===== src/rtl/tt_pkg.sv =====
// Shared encodings for the token tracker: request ops, response status
// and per-token phase codes. Assumes a 4-bit op field on the request.
package tt_pkg;

    typedef enum logic [3:0] {
        OP_ALLOC    = 4'd0,
        OP_FETCH    = 4'd1,
        OP_DECODE   = 4'd2,
        OP_EXECUTE  = 4'd3,
        OP_LOAD     = 4'd4,
        OP_STORE    = 4'd5,
        OP_LCOMMIT  = 4'd6,
        OP_GCOMMIT  = 4'd7,
        OP_ABORT    = 4'd8
    } op_e;

    typedef enum logic [1:0] {
        ST_OK    = 2'd0,
        ST_ERR   = 2'd1,
        ST_STALL = 2'd2
    } status_e;

    typedef enum logic [2:0] {
        PH_FREE       = 3'd0,
        PH_ALLOC      = 3'd1,
        PH_FETCHED    = 3'd2,
        PH_DECODED    = 3'd3,
        PH_EXECUTED   = 3'd4,
        PH_MEMDONE    = 3'd5,
        PH_LCOMMITTED = 3'd6
    } phase_e;

endpackage


===== src/rtl/tt_free_list.sv =====
// Circular FIFO of free token IDs. After reset it holds 0..N-1 in
// ascending order. Assumes the caller never pops and pushes in the same
// cycle for the same token; overflow and underflow requests are ignored.
module tt_free_list #(
    parameter  int N  = 16,
    localparam int TW = $clog2(N)
) (
    input  logic          clk,
    input  logic          rst_n,
    input  logic          pop,
    input  logic          push,
    input  logic [TW-1:0] push_tok,
    output logic [TW-1:0] head_tok,
    output logic          empty
);

    localparam logic [TW-1:0] LAST = TW'(N - 1);
    localparam logic [TW:0]   FULL = (TW + 1)'(N);

    logic [TW-1:0] slot [N];
    logic [TW-1:0] rd_ptr, wr_ptr;
    logic [TW:0]   count;
    logic          pop_ok, push_ok;

    assign empty    = (count == '0);
    assign head_tok = slot[rd_ptr];
    assign pop_ok   = pop && !empty;
    assign push_ok  = push && (count != FULL);

    // Pointer, occupancy and slot updates.
    always_ff @(posedge clk) begin
        if (!rst_n) begin
            for (int i = 0; i < N; i++) slot[i] <= TW'(i);
            rd_ptr <= '0;
            wr_ptr <= '0;
            count  <= FULL;
        end else begin
            if (pop_ok) rd_ptr <= (rd_ptr == LAST) ? '0 : rd_ptr + 1'b1;
            if (push_ok) begin
                slot[wr_ptr] <= push_tok;
                wr_ptr       <= (wr_ptr == LAST) ? '0 : wr_ptr + 1'b1;
            end
            count <= count + (TW + 1)'(push_ok) - (TW + 1)'(pop_ok);
        end
    end

endmodule


===== src/rtl/tt_age_matrix.sv =====
// Relative age of live tokens. older[i][j] is set when token j was live
// at the moment token i was allocated. Assumes allocate and free never
// target the same cycle (one request per cycle).
module tt_age_matrix #(
    parameter  int N  = 16,
    localparam int TW = $clog2(N)
) (
    input  logic                  clk,
    input  logic                  rst_n,
    input  logic                  alloc_en,
    input  logic [TW-1:0]         alloc_tok,
    input  logic                  free_en,
    input  logic [TW-1:0]         free_tok,
    input  logic [N-1:0]          live,
    output logic [N-1:0][N-1:0]   older
);

    // Load the new token's row and clear its column on allocate or free.
    always_ff @(posedge clk) begin
        if (!rst_n) begin
            older <= '0;
        end else begin
            for (int i = 0; i < N; i++) begin
                for (int j = 0; j < N; j++) begin
                    if (alloc_en && alloc_tok == TW'(i))
                        older[i][j] <= live[j];
                    else if ((alloc_en && alloc_tok == TW'(j)) ||
                             (free_en && free_tok == TW'(j)))
                        older[i][j] <= 1'b0;
                end
            end
        end
    end

endmodule


===== src/rtl/tt_spec_store.sv =====
// One speculative store entry per token, plus the load-forwarding search.
// A load matches entries of tokens older than the loader with the same
// address; the youngest match wins. Assumes older[][] is consistent for
// live tokens.
module tt_spec_store #(
    parameter  int N  = 16,
    parameter  int AW = 32,
    parameter  int DW = 32,
    localparam int TW = $clog2(N)
) (
    input  logic                clk,
    input  logic                rst_n,
    input  logic                wr_en,
    input  logic [TW-1:0]       wr_tok,
    input  logic [AW-1:0]       wr_addr,
    input  logic [DW-1:0]       wr_data,
    input  logic                clr_en,
    input  logic [TW-1:0]       clr_tok,
    input  logic [TW-1:0]       ld_tok,
    input  logic [AW-1:0]       ld_addr,
    input  logic [N-1:0][N-1:0] older,
    output logic                hit,
    output logic [DW-1:0]       hit_data,
    input  logic [TW-1:0]       rd_tok,
    output logic                rd_valid,
    output logic [AW-1:0]       rd_addr,
    output logic [DW-1:0]       rd_data
);

    logic [N-1:0]  valid;
    logic [AW-1:0] addr [N];
    logic [DW-1:0] data [N];
    logic [N-1:0]  cand, sel;

    // Valid bits: set on store, cleared on commit or abort.
    always_ff @(posedge clk) begin
        if (!rst_n) begin
            valid <= '0;
        end else begin
            if (clr_en) valid[clr_tok] <= 1'b0;
            if (wr_en)  valid[wr_tok]  <= 1'b1;
        end
    end

    // Address and data capture for a store.
    always_ff @(posedge clk) begin
        if (wr_en) begin
            addr[wr_tok] <= wr_addr;
            data[wr_tok] <= wr_data;
        end
    end

    // Per-entry match against the loader's address and age row.
    for (genvar g = 0; g < N; g++) begin : g_cand
        assign cand[g] = valid[g] && (addr[g] == ld_addr) && older[ld_tok][g];
    end

    // Keep only the candidate that every other candidate is older than.
    always_comb begin
        sel = cand;
        for (int j = 0; j < N; j++)
            for (int k = 0; k < N; k++)
                if (k != j && cand[k] && !older[j][k]) sel[j] = 1'b0;
    end

    // One-hot mux of the selected entry's data.
    always_comb begin
        hit_data = '0;
        for (int j = 0; j < N; j++)
            if (sel[j]) hit_data = hit_data | data[j];
    end

    assign hit      = |cand;
    assign rd_valid = valid[rd_tok];
    assign rd_addr  = addr[rd_tok];
    assign rd_data  = data[rd_tok];

endmodule


===== src/rtl/tt_token_tracker.sv =====
// Top of the token tracker. Checks each request against the token's
// phase, updates the phase table, free list, age matrix and store
// entries, and registers a response for the next cycle. Assumes
// mem_rd_data answers mem_rd_addr in the same cycle.
module tt_token_tracker #(
    parameter  int NUM_TOKENS = 16,
    parameter  int ADDR_W     = 32,
    parameter  int DATA_W     = 32,
    localparam int TOKEN_W    = $clog2(NUM_TOKENS)
) (
    input  logic               clk,
    input  logic               rst_n,
    input  logic               req_valid,
    output logic               req_ready,
    input  logic [3:0]         req_op,
    input  logic [TOKEN_W-1:0] req_token,
    input  logic [ADDR_W-1:0]  req_addr,
    input  logic [DATA_W-1:0]  req_data,
    output logic               rsp_valid,
    output logic [1:0]         rsp_status,
    output logic [TOKEN_W-1:0] rsp_token,
    output logic [DATA_W-1:0]  rsp_data,
    output logic               err_pulse,
    output logic [ADDR_W-1:0]  mem_rd_addr,
    input  logic [DATA_W-1:0]  mem_rd_data,
    output logic               mem_wr_en,
    output logic [ADDR_W-1:0]  mem_wr_addr,
    output logic [DATA_W-1:0]  mem_wr_data
);
    import tt_pkg::*;

    localparam int N = NUM_TOKENS;

    phase_e                  phase_q [N];
    logic [N-1:0]            live;
    logic                    ready_q, accept;
    op_e                     op;
    phase_e                  cur_ph, ph_new;
    logic                    ph_wr, ok, stall, err;
    logic [TOKEN_W-1:0]      ph_tok, rsp_tok_d, head_tok;
    logic [DATA_W-1:0]       data_d;
    logic                    fl_empty, fl_pop, fl_push;
    logic                    st_wr, st_clr, gc_wr;
    logic                    hit, rd_valid;
    logic [DATA_W-1:0]       hit_data, rd_data;
    logic [ADDR_W-1:0]       rd_addr;
    logic [N-1:0][N-1:0]     older;

    assign req_ready   = ready_q;
    assign accept      = req_valid && ready_q;
    assign op          = op_e'(req_op);
    assign cur_ph      = phase_q[req_token];
    assign mem_rd_addr = req_addr;

    for (genvar g = 0; g < N; g++) begin : g_live
        assign live[g] = (phase_q[g] != PH_FREE);
    end

    tt_free_list #(.N(N)) u_free (
        .clk      (clk),
        .rst_n    (rst_n),
        .pop      (fl_pop),
        .push     (fl_push),
        .push_tok (req_token),
        .head_tok (head_tok),
        .empty    (fl_empty)
    );

    tt_age_matrix #(.N(N)) u_age (
        .clk       (clk),
        .rst_n     (rst_n),
        .alloc_en  (fl_pop),
        .alloc_tok (head_tok),
        .free_en   (fl_push),
        .free_tok  (req_token),
        .live      (live),
        .older     (older)
    );

    tt_spec_store #(.N(N), .AW(ADDR_W), .DW(DATA_W)) u_store (
        .clk      (clk),
        .rst_n    (rst_n),
        .wr_en    (st_wr),
        .wr_tok   (req_token),
        .wr_addr  (req_addr),
        .wr_data  (req_data),
        .clr_en   (st_clr),
        .clr_tok  (req_token),
        .ld_tok   (req_token),
        .ld_addr  (req_addr),
        .older    (older),
        .hit      (hit),
        .hit_data (hit_data),
        .rd_tok   (req_token),
        .rd_valid (rd_valid),
        .rd_addr  (rd_addr),
        .rd_data  (rd_data)
    );

    // Phase check and side effects of the accepted request.
    always_comb begin
        ok        = 1'b0;
        stall     = 1'b0;
        ph_wr     = 1'b0;
        ph_new    = PH_FREE;
        ph_tok    = req_token;
        rsp_tok_d = req_token;
        data_d    = '0;
        fl_pop    = 1'b0;
        fl_push   = 1'b0;
        st_wr     = 1'b0;
        st_clr    = 1'b0;
        gc_wr     = 1'b0;
        if (accept) begin
            case (op)
                OP_ALLOC: begin
                    if (fl_empty) begin
                        stall = 1'b1;
                    end else begin
                        ok        = 1'b1;
                        fl_pop    = 1'b1;
                        ph_wr     = 1'b1;
                        ph_new    = PH_ALLOC;
                        ph_tok    = head_tok;
                        rsp_tok_d = head_tok;
                    end
                end
                OP_FETCH: if (cur_ph == PH_ALLOC) begin
                    ok = 1'b1; ph_wr = 1'b1; ph_new = PH_FETCHED;
                    data_d = mem_rd_data;
                end
                OP_DECODE: if (cur_ph == PH_FETCHED) begin
                    ok = 1'b1; ph_wr = 1'b1; ph_new = PH_DECODED;
                end
                OP_EXECUTE: if (cur_ph == PH_DECODED) begin
                    ok = 1'b1; ph_wr = 1'b1; ph_new = PH_EXECUTED;
                end
                OP_LOAD: if (cur_ph == PH_EXECUTED) begin
                    ok = 1'b1; ph_wr = 1'b1; ph_new = PH_MEMDONE;
                    data_d = hit ? hit_data : mem_rd_data;
                end
                OP_STORE: if (cur_ph == PH_EXECUTED) begin
                    ok = 1'b1; ph_wr = 1'b1; ph_new = PH_MEMDONE;
                    st_wr = 1'b1;
                end
                OP_LCOMMIT: if (cur_ph == PH_EXECUTED || cur_ph == PH_MEMDONE) begin
                    ok = 1'b1; ph_wr = 1'b1; ph_new = PH_LCOMMITTED;
                end
                OP_GCOMMIT: if (cur_ph == PH_LCOMMITTED) begin
                    ok = 1'b1; ph_wr = 1'b1; ph_new = PH_FREE;
                    fl_push = 1'b1; st_clr = 1'b1; gc_wr = rd_valid;
                end
                OP_ABORT: if (cur_ph != PH_FREE) begin
                    ok = 1'b1; ph_wr = 1'b1; ph_new = PH_FREE;
                    fl_push = 1'b1; st_clr = 1'b1;
                end
                default: ;
            endcase
        end
        err = accept && !ok && !stall;
    end

    // Phase table update.
    always_ff @(posedge clk) begin
        if (!rst_n) begin
            for (int i = 0; i < N; i++) phase_q[i] <= PH_FREE;
        end else if (ph_wr) begin
            phase_q[ph_tok] <= ph_new;
        end
    end

    // Registered response, error pulse, write strobe and ready.
    always_ff @(posedge clk) begin
        if (!rst_n) begin
            ready_q     <= 1'b0;
            rsp_valid   <= 1'b0;
            rsp_status  <= ST_OK;
            rsp_token   <= '0;
            rsp_data    <= '0;
            err_pulse   <= 1'b0;
            mem_wr_en   <= 1'b0;
            mem_wr_addr <= '0;
            mem_wr_data <= '0;
        end else begin
            ready_q    <= 1'b1;
            rsp_valid  <= accept;
            rsp_status <= stall ? ST_STALL : (err ? ST_ERR : ST_OK);
            rsp_token  <= rsp_tok_d;
            rsp_data   <= data_d;
            err_pulse  <= err;
            mem_wr_en  <= gc_wr;
            if (gc_wr) begin
                mem_wr_addr <= rd_addr;
                mem_wr_data <= rd_data;
            end
        end
    end

endmodule


===== config.mk =====
export PLATFORM = sky130hd
export DESIGN_NAME = tt_token_tracker
export DESIGN_NICKNAME = d
export VERILOG_FILES = /design/src/rtl/tt_pkg.sv /design/src/rtl/tt_free_list.sv /design/src/rtl/tt_age_matrix.sv /design/src/rtl/tt_spec_store.sv /design/src/rtl/tt_token_tracker.sv
export SDC_FILE = /design/constraint.sdc
export NUM_CORES = 2
export LEC_CHECK = 0
export BUFFER_PORTS_ARGS = -buffer_cell sky130_fd_sc_hd__buf_2
export CORE_UTILIZATION = 56
export CTS_CLUSTER_DIAMETER = 30
export DETAILED_ROUTE_END_ITERATION = 10
export HOLD_SLACK_MARGIN = 0.06
export PLACE_DENSITY_LB_ADDON = 0.15
export SLEW_MARGIN = 20
export SYNTH_ARGS = -nofsm -noshare
export SYNTH_HDL_FRONTEND = slang
export SYNTH_SLANG_ARGS = --single-unit

===== constraint.sdc =====
create_clock -name clk -period 25.2 [get_ports clk]
set_input_delay 1.26 -clock clk [delete_from_list [all_inputs] [get_ports clk]]
set_output_delay 1.26 -clock clk [all_outputs]
set_load 0.1 [all_outputs]

* Word-level counts from Yosys, hierarchy flattened *
Memories as Yosys holds them, arrays and structs flattened. A register that Yosys moved wholly into a read port is not among the register bits.
Cells that the tools add are included.
W data, S select, Z words.

operators by class
  reductions and logical operators = 855
  add/subtract/negate cells = 4
  equal/unequal tests = 63
  muxes and demuxes = 596
  $lt $le $gt $ge = 2
  bitwise logic cells = 19

operators with widths
  operator              number
  $mux W32              19
  $mux W1               548
  $eq A32 B32 Y1        16
  $reduce_bool A2 Y1    256
  $or A32 B32 Y32       15
  $logic_and A1 B1 Y1   310
  $logic_not A1 Y1      245
  $eq A4 B4 Y1 const B  19
  $bmux W16 S4          1
  $mux W16              4
  $pmux W32 S2          1
  $reduce_bool A3 Y1    17
  $eq A4 B3 Y1 const B  12
  $mux W4               10
  $eq A4 B2 Y1 const B  6
  $pmux W3 S6           1
  $logic_or A1 B1 Y1    17
  $and A16 B16 Y16      1
  $not A16 Y16          1
  $or A16 B16 Y16       1
  $reduce_or A16 Y1     1
  $mux W3               5
  $eq A4 B1 Y1 const B  3
  $logic_not A4 Y1      3
  other kinds (20)      27

storage, ports and cells
  bits in writable memories = 1136
  logic and storage cells = 1811
  flip-flop bits (word level) = 327
  output and inout port bits = 138
  memories kept = 4

memory list
  memory        words  width  rd ports  clocked after Yosys merged registers in  write ports  line                    source
  u_store.addr  16     32     17        1                                        1            tt_spec_store.sv:31     logic [AW-1:0] addr [N];
  u_store.data  16     32     17        1                                        1            tt_spec_store.sv:32     logic [DW-1:0] data [N];
  u_free.slot   16     4      1         1                                        16           tt_free_list.sv:20      logic [TW-1:0] slot [N];
  phase_q       16     3      17        0                                        16           tt_token_tracker.sv:34  phase_e phase_q [N];

* Longest topological paths before layout *
An unclocked memory read counts as a cell.

  depth in word-level cells = 54
  depth in mapped cells = 20
  gate-level depth less buffers = 16

* Cells and area by module *
Synthesis repeated with hierarchy kept, for this count alone.

second synthesis, totals
  cell total of the unflattened synthesis = 5874
  area total of the unflattened synthesis = 76838.7 um^2

by module, submodules not included
  module            cells each  area each (um^2)  times used
  tt_spec_store     3974        55876.1           1
  tt_age_matrix     993         10312.4           1
  tt_token_tracker  592         6786.5            1
  tt_free_list      315         3863.7            1

* Least setup slack after synthesis *
No wires, ideal clock.

  path type = in2reg
  start = input req_token[0]
  end = memory u_store.addr[1][0] (enable)
  buffers on the path = 4
  arrival = 8.503 ns
  path slack = 16.130 ns
  cell stages on the path = 11
  data required time = 24.633 ns
  library setup time = 0.567 ns
  cells stage by stage = buf_2 > buf_6 > buf_6 > buf_2 > mux4_2 > mux4_2 > nand3b_1 > or3_1 > nor3_1 > nand3b_1 > nor3_1

on the way
  word-level cells in the longest chain between the ends = 7

RTL lines
  item                           line                     source
  start: declaration             tt_token_tracker.sv:16   input logic [TOKEN_W-1:0] req_token,
  $mem_v2 Z16 W3                 n/a
  $eq A3 B3 Y1                   tt_token_tracker.sv:142  OP_STORE: if (cur_ph == PH_EXECUTED) begin
  $mux W1                        tt_token_tracker.sv:142
  $mux W1                        tt_token_tracker.sv:115  case (op)
  $mux W1                        tt_token_tracker.sv:114  if (accept) begin
  $mux W1                        tt_spec_store.sv:47      if (wr_en) begin
  $mux W1 (implied by the code)  tt_spec_store.sv:48      addr[wr_tok] <= wr_addr;
  end: declaration               tt_spec_store.sv:31

Parallel ways exist; a longest one is shown, timed or not.

* Final worst setup path *
  start = input req_token[1]
  end = register rsp_data[16]

on the way
  word-level cells in the longest chain between the ends = 53
  elaborated cells on any way between the ends = 537

RTL lines
  item                            line                     source
  $bmux W16 S4                    tt_spec_store.sv:55      assign cand[g] = valid[g] && (addr[g] == ld_addr) && older[ld_tok][g];
  $mux W16 (implied by the code)  tt_spec_store.sv:55
  $logic_and A1 B1 Y1             tt_spec_store.sv:55
  $logic_and A1 B1 Y1             tt_spec_store.sv:63      if (k != j && cand[k] && !older[j][k]) sel[j] = 1'b0;
  $mux W1 (15 in series)          tt_spec_store.sv:63
  $mux W32                        tt_spec_store.sv:70      if (sel[j]) hit_data = hit_data | data[j];
  $or A32 B32 Y32                 tt_spec_store.sv:70
  $mux W32                        tt_spec_store.sv:70
  [23 not listed]                 n/a
  $mux W32                        tt_spec_store.sv:70
  $or A32 B32 Y32                 tt_spec_store.sv:70
  $mux W32                        tt_spec_store.sv:70
  $or A32 B32 Y32                 tt_spec_store.sv:70
  $mux W32                        tt_spec_store.sv:70
  $mux W32                        tt_token_tracker.sv:140  data_d = hit ? hit_data : mem_rd_data;
  $mux W32                        tt_token_tracker.sv:138  OP_LOAD: if (cur_ph == PH_EXECUTED) begin
  $pmux W32 S2 *                  tt_token_tracker.sv:115
  end signal: assignment          tt_token_tracker.sv:189  rsp_data <= data_d;
  end: declaration                tt_token_tracker.sv:22   output logic [DATA_W-1:0] rsp_data,

Mark *: on every way between the ends. The rest lies on a longest branch, timed or not. The select of a mux whose other input is x is not followed.
A chain may end at the register's enable or synchronous reset.

==> impl_metrics.py <==
metrics = {
    "status": {
        "status": "finished clean",
    },
    "logic_synthesis": {
        "syn_inst": 5692,
        "synth_top_area_share_pct": 45.87,
        "muxShareOfSynthArea_pct": 13.57,
        "synth_compound_area_share_pct": 7.733,
        "avgSynthCellArea_um2": 13.06,
        "synthAdderAreaFrac_pct": 0.2120,
        "yosys.area.top_type": "edfxtp_1",
        "synth_seq_area_share_pct": 56.51,
        "synth_xor_area_share_pct": 5.971,
        "ys_ff_latch": 1531,
        "async_flop_share_pct": 0,
        "yosys.area_share.simple_pct": 12.74,
        "synth_flop_cell": "edfxtp_1",
        "synth.distinct_cells": 88,
        "synth_edf_count": 1136,
        "synth_top_family_by_area": "multiplexers",
        "yosysWarnings": 0,
        "synth_area_leaders": "edfxtp_1 46%, mux4_2 11%, dfxtp_1 11%",
        "synth_area_um2": 74360,
        "syn_nets": 5811,
    },
    "global_routing": {
        "grt_overflow": 0,
        "grt_use_met2_pct": 64.29,
        "grt_pass1_wl_mm": 410.3,
        "grt_antenna_before_repair": 11,
        "met1_usage_pct": 56.23,
        "grt_pass1_vias": 54511,
        "grtUsageMet3_pct": 12.22,
        "grt_max_degree": 177,
        "grt_usage_pct": 43.52,
        "grt-busiest-layer": "met2",
    },
    "cells_and_area": {
        "fin_cells": 7993,
        "layout_common_cells": "1136 x edfxtp_1, 399 x xor2_1, 394 x dfxtp_1",
        "final_common_cell": "edfxtp_1",
        "final_nets": 6083,
        "drive_gt1_share_pct": 23.59,
        "seqCellArea_um2": 42020,
        "fillers": 9294,
        "area_growth_pct": 19.52,
        "multi_input_area_um2": 30390,
    },
    "worst_setup_path": {
        "arrival_ns": 7.90,
        "cp_max_fo": 79,
        "worstPathRequired_ns": 26.03,
        "path_cells": "buf_8, buf_4, nor2b_1, a221oi_1, a22oi_1, nor4_4, buf_6, a221oi_1, o221ai_1, nor3_2, buf_4, a22oi_1, and4_1, a21oi_1",
        "cp-start-kind": "primary input",
        "cpPeakStageDelay_ns": 0.99,
        "worst-setup-path-type": "primary input to register",
        "end_kind": "register",
        "crit_slowest_cell": "nor3_2",
    },
    "sta": {
        "finalMaxSlewViolations": 0,
        "setup_ws_ns": 18.14,
        "final-setup-viol-count": 0,
        "fin_crit_ns": 7.064,
        "worst_pin_slew_ns": 1.266,
        "max_freq_mhz": 141.6,
        "maxSlewHeadroom_pct": 14.80,
        "final.setup.tns_ns": 0,
        "skew_ns": 0.06542,
        "finalHoldViolCount": 0,
        "grt_setup_unrepaired": "no",
        "min_period_over_period_pct": 28.03,
    },
    "place": {
        "dp_cells": 7376,
        "pre_cts_ws_ns": 17.44,
        "hpwl_mm": 196.6,
        "place.port_buffers": 244,
        "gp_congestion": 1.070,
    },
    "clock_network": {
        "cts_max_level": 5,
        "cts_tree": "done",
        "numClockSinks": 1531,
        "cts_resized": 0,
        "clk_pin_slew_ns": 0.05,
        "cts-buffers-inserted": 338,
        "cts_hold_buf": 0,
        "clock_path_buffers": 4,
        "post_cts_buffers": 0,
        "insertion_delay_ns": 0.94,
        "cts_root_buf": "clkbuf_16",
    },
    "pwr": {
        "clockPowerShare_pct": 58.8,
        "p_comb_share_pct": 4.8,
        "leakagePower_nw": 30.53,
        "internal_power_mw": 5.803,
        "power.share.sequential_pct": 36.4,
        "p_sw_mw": 1.680,
        "p_total_mw": 7.483,
        "power.density_nw_per_um2": 84.19,
        "swShare_pct": 22.46,
        "ir_worst_vdd_mv": 0.07642,
    },
    "floorplanning": {
        "die_area_um2": 134300,
        "ios": 245,
        "die_w_um": 366.4,
        "initial_core_util_pct": 56.49,
        "core_region_area_um2": 131600,
        "row_count": 133,
        "die_height_um": 366.4,
    },
    "routing": {
        "vias": 56518,
        "drtIter0Drc": 9558,
        "routedWlPerCell_um": 37.04,
        "vias_per_cell": 7.071,
        "drc": 0,
        "firstDrtPassIters": 8,
        "wirelength_mm": 296.1,
        "postRouteAntennaNets": 0,
    },
    "run": {
        "cap_violations": 0,
    },
    "min_path": {
        "hp-class": "register to register",
    },
}
-- sequential cells by signal (all words and copies together) (netlist names), 2 cells and up, named ones only --
register and count:
mem_wr_addr 32, mem_wr_data 32, rsp_status 2, u_store.data 512
u_store.addr 512, u_free.rd_ptr 4, rsp_data 32, u_age.older 256
u_free.count 5, u_store.valid 16, u_free.wr_ptr 4, u_free.slot 64
phase_q 48, rsp_token 4
-- kinds of logic after synthesis --
| kind of cell | count (synthesis) |
|---|---|
| AND/OR/NAND/NOR | 1674 |
| buffers and inverters | 559 |
| adder cells (fa/ha/maj) | 12 |
| XOR/XNOR | 507 |
| flip-flops | 1531 |
| AO/OA/AOI/OAI | 858 |
| multiplexers | 551 |
-- through the flow --
stage	util, %	instance area (um^2)	hold slack, ns
6_report	67.52	88880	0.5098
5_1_grt	67.51	88870	0.5280
4_1_cts	67.44	88780	0.5100
3_5_place_dp	58.76	77350	0.4924
3_3_place_gp	58.73	77300	0.4861
2_1_floorplan	-	74360	0.4717
-- Yosys cell counts (147+ instances only) --
library cell	instances
mux4_2	365
edfxtp_1	1136
nand3_1	294
nor2b_1	164
o21ai_0	337
nor2_1	174
nor4_1	174
mux2i_1	178
and2_1	260
dfxtp_1	395
nand2_1	178
a22oi_1	147
clkbuf_1	276
xor2_1	399
-- power groups by stage --
stage	logic, mW	clock network [mW]	registers (mW)
after floorplan	0.211	0	2.77
final	0.356	4.40	2.73
after global placement	0.344	0	2.77
after CTS	0.348	4.41	2.73
after global routing	0.364	4.54	2.72
after detailed placement	0.346	0	2.77
-- routing by layer --
metal  routed length (um)  part of all wire (%)
met1               105600                    36
met2               129600                    44
met3                37210                    13
met4                23650                   8.0
met5                   55                 0.019
-- area by class of cell --
class | count | area share [%]
Antenna cell | 7 | 0.01971
Clock buffer | 411 | 10.43
Clock inverter | 196 | 2.424
Inverter | 91 | 0.3843
Multi-Input combinational cell | 3602 | 34.19
Sequential cell | 1531 | 47.28
Tap cell | 1755 | 2.471
Timing Repair Buffer | 400 | 2.803
-- critical path, delay by kind of cell --
| family | cells | cell delay [ns] |
|---|---|---|
| AND/OR/NAND/NOR | 4 | 2.19 |
| buffers and inverters | 4 | 2.04 |
| AO/OA/AOI/OAI | 6 | 2.26 |
-- worst paths after layout --
path                       start               end  slack, ns  cells past startpoint
max                 req_token[1]      rsp_data[16]      18.14                     14
max reg2reg  u_store.addr[13][5]      rsp_data[11]      19.23                     12
min             u_age.older[187]  u_age.older[187]       0.51                      2
min reg2reg     u_age.older[187]  u_age.older[187]       0.51                      2
No activity file was read; power rests on OpenSTA's default activity.
